===== src/rtl/dma_channel.sv =====
module dma_channel #(
  parameter int AW = 16,
  parameter int DW = 16,
  parameter int CW = 16
) (
  input  logic          clk,
  input  logic          rst_n,
  input  logic [1:0]    reg_sel,
  input  logic          reg_wr,
  input  logic          reg_rd,
  input  logic [DW-1:0] reg_wdata,
  output logic [DW-1:0] reg_rdata,
  output logic          bus_req,
  input  logic          bus_grant,
  output logic [AW-1:0] mem_addr,
  output logic          mem_we,
  output logic          mem_re,
  output logic [DW-1:0] mem_wdata,
  input  logic [DW-1:0] mem_rdata,
  input  logic          dev_ready,
  input  logic [DW-1:0] dev_rdata,
  output logic          dev_take,
  output logic [DW-1:0] dev_wdata,
  output logic          dev_put,
  output logic          irq
);

  localparam logic [1:0] SEL_ADDR = 2'd0;
  localparam logic [1:0] SEL_CNT  = 2'd1;
  localparam logic [1:0] SEL_CTL  = 2'd2;
  localparam logic [1:0] SEL_STAT = 2'd3;

  typedef enum logic [2:0] {
    S_IDLE, S_WAIT, S_REQ, S_FETCH, S_LATCH, S_STORE, S_HOLD
  } state_t;

  state_t        state_q;
  logic [AW-1:0] addr_q;
  logic [CW-1:0] cnt_q;
  logic [DW-1:0] data_q;
  logic          to_dev_q, burst_q, done_q;

  wire busy    = (state_q != S_IDLE);
  wire wr_addr = reg_wr && reg_sel == SEL_ADDR && !busy;
  wire wr_cnt  = reg_wr && reg_sel == SEL_CNT  && !busy;
  wire wr_ctl  = reg_wr && reg_sel == SEL_CTL  && !busy;
  wire start   = wr_ctl && reg_wdata[0];
  wire rd_stat = reg_rd && reg_sel == SEL_STAT;
  wire step    = (state_q == S_STORE);
  wire last    = (cnt_q == CW'(1));

  always_ff @(posedge clk or negedge rst_n) begin
    if (!rst_n) begin
      state_q <= S_IDLE;
    end else begin
      case (state_q)
        S_IDLE:  if (start && cnt_q != '0) state_q <= S_WAIT;
        S_WAIT:  if (dev_ready) state_q <= S_REQ;
        S_REQ:   if (!dev_ready) state_q <= S_WAIT;
                 else if (bus_grant) state_q <= S_FETCH;
        S_FETCH: state_q <= to_dev_q ? S_LATCH : S_STORE;
        S_LATCH: state_q <= S_STORE;
        S_STORE: state_q <= last ? S_IDLE : (burst_q ? S_HOLD : S_WAIT);
        S_HOLD:  state_q <= dev_ready ? S_FETCH : S_WAIT;
        default: state_q <= S_IDLE;
      endcase
    end
  end

  always_ff @(posedge clk or negedge rst_n) begin
    if (!rst_n) begin
      addr_q <= '0;
      cnt_q  <= '0;
    end else begin
      if (wr_addr)   addr_q <= reg_wdata[AW-1:0];
      else if (step) addr_q <= addr_q + 1'b1;
      if (wr_cnt)    cnt_q  <= reg_wdata[CW-1:0];
      else if (step) cnt_q  <= cnt_q - 1'b1;
    end
  end

  always_ff @(posedge clk or negedge rst_n) begin
    if (!rst_n) begin
      to_dev_q <= 1'b0;
      burst_q  <= 1'b0;
    end else if (wr_ctl) begin
      to_dev_q <= reg_wdata[1];
      burst_q  <= reg_wdata[2];
    end
  end

  always_ff @(posedge clk or negedge rst_n) begin
    if (!rst_n)                                data_q <= '0;
    else if (state_q == S_FETCH && !to_dev_q) data_q <= dev_rdata;
    else if (state_q == S_LATCH)              data_q <= mem_rdata;
  end

  always_ff @(posedge clk or negedge rst_n) begin
    if (!rst_n)                  done_q <= 1'b0;
    else if (start)              done_q <= (cnt_q == '0);
    else if (step && last)       done_q <= 1'b1;
    else if (rd_stat || wr_cnt)  done_q <= 1'b0;
  end

  assign bus_req   = busy && state_q != S_WAIT;
  assign mem_re    = state_q == S_FETCH &&  to_dev_q;
  assign dev_take  = state_q == S_FETCH && !to_dev_q;
  assign mem_we    = step && !to_dev_q;
  assign dev_put   = step &&  to_dev_q;
  assign mem_addr  = addr_q;
  assign mem_wdata = data_q;
  assign dev_wdata = data_q;
  assign irq       = done_q;

  always_comb begin
    reg_rdata = '0;
    case (reg_sel)
      SEL_ADDR: reg_rdata[AW-1:0] = addr_q;
      SEL_CNT:  reg_rdata[CW-1:0] = cnt_q;
      SEL_CTL:  reg_rdata[2:0]    = {burst_q, to_dev_q, 1'b0};
      default:  reg_rdata[1:0]    = {done_q, busy};
    endcase
  end

endmodule


===== config.mk =====
export PLATFORM = sky130hd
export DESIGN_NAME = dma_channel
export DESIGN_NICKNAME = d
export VERILOG_FILES = /design/src/rtl/dma_channel.sv
export SDC_FILE = /design/constraint.sdc
export NUM_CORES = 1
export LEC_CHECK = 0
export ABC_AREA = 1
export BUFFER_PORTS_ARGS = -buffer_cell sky130_fd_sc_hd__buf_2
export CAP_MARGIN = 10
export CORE_UTILIZATION = 50
export CTS_BUF_LIST = sky130_fd_sc_hd__clkbuf_8
export CTS_CLUSTER_SIZE = 20
export DETAILED_ROUTE_END_ITERATION = 10
export MAX_ROUTING_LAYER = met4
export PLACE_DENSITY = 0.87
export SLEW_MARGIN = 20
export SYNTH_ARGS = -nofsm -noshare
export SYNTH_HDL_FRONTEND = slang
export SYNTH_SLANG_ARGS = --single-unit
export TNS_END_PERCENT = 30

===== constraint.sdc =====
create_clock -name clk -period 1.9 [get_ports clk]
set_clock_uncertainty 0.05 [all_clocks]
set_input_delay 0.095 -clock clk [delete_from_list [all_inputs] [get_ports clk]]
set_output_delay 0.095 -clock clk [all_outputs]
set_load 0.02 [all_outputs]

[Word-level counts from Yosys, hierarchy flattened]
Cells that the tools add are included.
Cells by class
  reduce and logical (&&, ||, !) cells: 28
  equality and inequality tests: 14
  add/sub/neg operators: 2
  multiplexer cells: 21
Operators with widths (number)
  $mux W16: 6
  $pmux W13 S2: 1
  $pmux W3 S7: 1
  $mux W3: 6
  $add A16 B1 Y16 const B: 1
  $eq A16 B1 Y1 const B: 1
  $logic_not A16 Y1: 1
  $reduce_bool A16 Y1: 1
  $sub A16 B1 Y16 const B: 1
  $logic_and A1 B1 Y1: 15
  $eq A3 B3 Y1 const B: 3
  $eq A3 B2 Y1 const B: 2
  $pmux W2 S3: 1
  $reduce_bool A2 Y1: 3
  $reduce_bool A3 Y1: 2
  $eq A2 B2 Y1 const B: 2
  $mux W1: 4
  $ne A2 B2 Y1 const B: 2
  $eq A3 B1 Y1 const B: 1
  $logic_not A3 Y1: 1
  $ne A3 B1 Y1 const B: 1
  $ne A3 B3 Y1 const B: 1
  $pmux W1 S3: 1
  $reduce_and A3 Y1: 1
  5 further kinds: 6
Storage, ports and cells
  output and inout port bits: 70
  register bits: 54

[Longest topological paths before layout]
  depth after elaboration: 7
  mapped depth: 11
  depth with buffers taken out: 9

[Least setup slack after synthesis]
No wires, ideal clock.
  path type: register -> register
  start point: register state_q[2]
  end point: register data_q[11] (netlist: dev_wdata[11])
  stages on the path, launching flop included: 9
  path slack: 0.306 ns
  data required time: 1.730 ns
  data arrival time: 1.424 ns
  setup time: 0.120 ns
  period minus slack after synthesis: 1.594 ns
  path buffers: 2
  cell sequence: dfrtp_1 > buf_4 > inv_2 > nand3_1 > nor2_2 > inv_2 > buf_6 > o21ai_0 > inv_1
On the way
  word-level cells in the longest chain between the ends: 3
Ends and longest elaborated chain
  from (decl): line 37  | state_t state_q;
  from (signal assigned): line 61  | S_FETCH: state_q <= to_dev_q ? S_LATCH : S_STORE;
  from (signal assigned): line 63  | S_STORE: state_q <= last ? S_IDLE : (burst_q ? S_HOLD : S_WAIT);
  from (signal assigned): line 64  | S_HOLD: state_q <= dev_ready ? S_FETCH : S_WAIT;
  $eq A3 B2 Y1 *
  $logic_and A1 B1 Y1 *
  named net dev_take: line 22  | output logic dev_take,
  $mux W16 or $reduce_bool A2 Y1 (tied branches)
  to (signal assigned): line 94  | else if (state_q == S_FETCH && !to_dev_q) data_q <= dev_rdata;
  to (signal assigned): line 95  | else if (state_q == S_LATCH) data_q <= mem_rdata;
  to (decl): line 40  | logic [DW-1:0] data_q;
The timed path passes the listed nets; every way through them passes the cells marked *.
A chain may end at the register's enable or synchronous reset.

[Final worst setup path]
  start point: register cnt_q[0]
  end point: register cnt_q[10]
On the way
  word-level cells in the longest chain between the ends: 3
Ends and longest elaborated chain
  from (decl): line 39  | logic [CW-1:0] cnt_q;
  from (signal assigned): line 77  | if (wr_cnt) cnt_q <= reg_wdata[CW-1:0];
  from (signal assigned): line 78  | else if (step) cnt_q <= cnt_q - 1'b1;
  $sub A16 B1 Y16: line 78
  $mux W16: line 78
  $mux W16: line 77
Every way passes these cells. The select of a mux whose other input is x is not followed.

==> metrics <==
end-of-flow core utilization 0.668; total of buffers placed on input and output ports 125; maximum clock path buffer count 2; number of flops mapped to enable cells by yosys 0; Vias 4116; top metal layer carrying routed signals met4; flops & latches, synth 54; global placer's final weighted congestion 0.971; final hold violation count 0; outcome complete, no violations; post-detailed-placement half-perimeter wirelength 7.84 mm; routed length on met3 863 um; largest fanout of any net on the critical path 7; Die Footprint 7740 um^2; mean area per synthesized cell 7.00 um^2; post-detailed-route count of antenna-violating nets 0; dominant cell by count in the synthesized netlist nand2_1; count of inserted antenna diode cells 0; count of TritonRoute iterations in the first routing pass 5; GRT Util Overall 0.299; post-synth top area share 0.366; Worst-Margin Slew 573 ps; syn nets 588; worst min path class input port to flip-flop; PD cells 1520 nW/um^2; number of max-slew violations in the final report 0; library cell appearing most often on the critical path nand3_1; insertion delay to the later sink of the worst-skew pair 320 ps; I/O pin count 126; Hold Crit Depth 3; biggest area consumer among synthesized cells dfrtp_1; Final Power 7.08 mW; global-route wire length before repair 17.4 mm; Sink Count 54; max-slew headroom at the worst pin 0.618; height of the die 88.0 um; Netlist Area Pre-Place 3690 um^2; final sum of negative setup slack 0 ps; slowest library cell on the worst path dfrtp_1; aggregate routed wire length 10.9 mm; sequential area share after synthesis 0.366; number of DRC violations after detailed-routing iteration 0 311; ordered list of cells on the worst path inv_1 -> ha_1 -> nand2_1 -> nor2_2 -> nand3_1 -> nand3_1 -> o211ai_2; number of buffers created by CTS 5; top_reg_cell synth dfrtp_1; root buffer cell clkbuf_8; Rows 30; unrepaired setup endpoints after global routing false; Clock transition at path regs 110 ps; total of endpoints with negative setup slack in the final report 0; routed wire length per instance 14.2 um; synthesized instance count 528; Vias/cell 5.39; post-cts gate resize count 0; Met2 Wirelength 5.26 mm; crit end category flip-flop; final routed DRC violation total 0; Synth cell types 33; maximum clock rate 585 MHz; initial cell density of the core 0.529; critical path's largest stage delay 400 ps; critical path start-end classification flip-flop to flip-flop; depth of the worst register-to-register path 7; Async S/R FF share, synth 1.00; nets@finish 726; leading post-synthesis cells by instance count nand2_1 (144), nand3_1 (77), inv_1 (68); type of origin of the critical path flip-flop; via count of the first global-routing pass 3849; die outline width 88.0 um; leftover overflow at the end of global routing 0; CTS tree yes; CTS HTree Levels 2; Std-Cell Core Area 6980 um^2; number of antenna violations at the first check in global routing 0; period utilization 0.899; total number of yosys warnings 0; layout cells sized above 1 0.241; maximum ir drop on the vdd rail 0.683 mV; maximum number of pins on one net before global-route repair 37; time the worst path needs with I/O delays and setup 1710 ps; largest cells by area after synthesis dfrtp_1 (37%), nand2_1 (15%), nand3_1 (10%); static leakage power 2.47 nW; critical path required time 2040 ps; met1 WL 4.54 mm; Max-Cap Viols 0; arrival time reported for the critical path endpoint 1850 ps; relative area change from synthesis to final layout 26.2%
[area by class of cell]
class	count	area, um^2
repair buffers	162	991
flip-flops and latches	54	1350
multi-input cells	368	1820
inverters	75	289
clock buffers	5	68.8
clock inverters	3	23.8
well taps	96	120
fillers	621	2320
[through the flow]
step                cells  area [um^2]  hold WS (ps)  worst slack [ps]
CTS                   763         4660          1.01               231
floorplan             528         3690          -251               306
detailed placement    725         4270          77.0               249
finish                763         4660          4.79               191
global placement      725         4270          77.7               312
global route          763         4660          30.0              17.6
[registers in the layout, summed over array words and instances, names as in the netlist]
name / flops
burst_q: 1
cnt_q: 16
dev_wdata: 16
irq: 1
mem_addr: 16
state_q: 3
to_dev_q: 1
[final timing paths]
| path | startpoint | to | slack (ps) |
|---|---|---|---|
| setup / recovery | cnt_q[0] | cnt_q[10] | 190 |
| hold / removal | reg_wdata[1] | to_dev_q | 5 |
| setup reg to reg | cnt_q[0] | cnt_q[10] | 190 |
| hold reg to reg | mem_addr[15] | mem_addr[15] | 510 |
| max in group asynchronous | rst_n | cnt_q[11] | 970 |
| min in group asynchronous | rst_n | to_dev_q | 260 |
[timing repair]
item	CTS	global route
hold buffers	30	0
buffers inserted	0	0
hold endpoints to repair	55	0
[worst max-delay path, delay by kind of cell, from the launching register on]
family | cells | cell delay, ps
AO/OA/AOI/OAI | 1 | 80
adder cells (fa/ha/maj) | 1 | 250
buffers and inverters | 1 | 180
flip-flops | 1 | 400
AND/OR/NAND/NOR | 4 | 620
[routing by layer]
metal,up-vias,global-route usage
met2,221,0.470
met5,-,-
li1,1978,-
met1,1891,0.390
met3,26,0.0386
met4,0,0.119
[report_power, final]
group / total [mW] / switching, mW / internal [mW]
Sequential: 2.29 / 0.589 / 1.70
Clock: 0.675 / 0.410 / 0.265
Combinational: 4.11 / 2.71 / 1.40
Total: 7.08 / 3.71 / 3.37
[placed cells by master (no fill, tap or decap), drive strengths merged, types with 5 or more instances in the layout]
| cell | n |
|---|---|
| dlygate4sd3 | 30 |
| nand3 | 79 |
| dfrtp | 54 |
| o211ai | 9 |
| xor2 | 6 |
| nand2 | 149 |
| inv | 76 |
| nand4 | 8 |
| nor2 | 47 |
| buf | 132 |
| nor3 | 7 |
| o22ai | 13 |
| o21ai | 33 |
| clkbuf | 5 |
[cells by family (layout without fill, tap and decap cells)]
group                    after synthesis  after routing  synth area share
flip-flops                            54             54             0.366
adder cells (fa/ha/maj)                4              4            0.0135
AND/OR/NAND/NOR                      292            292             0.353
AO/OA/AOI/OAI                         66             66             0.111
buffers and inverters                106            245             0.142
XOR/XNOR                               6              6            0.0142
Power figures use the tool's default switching activity.
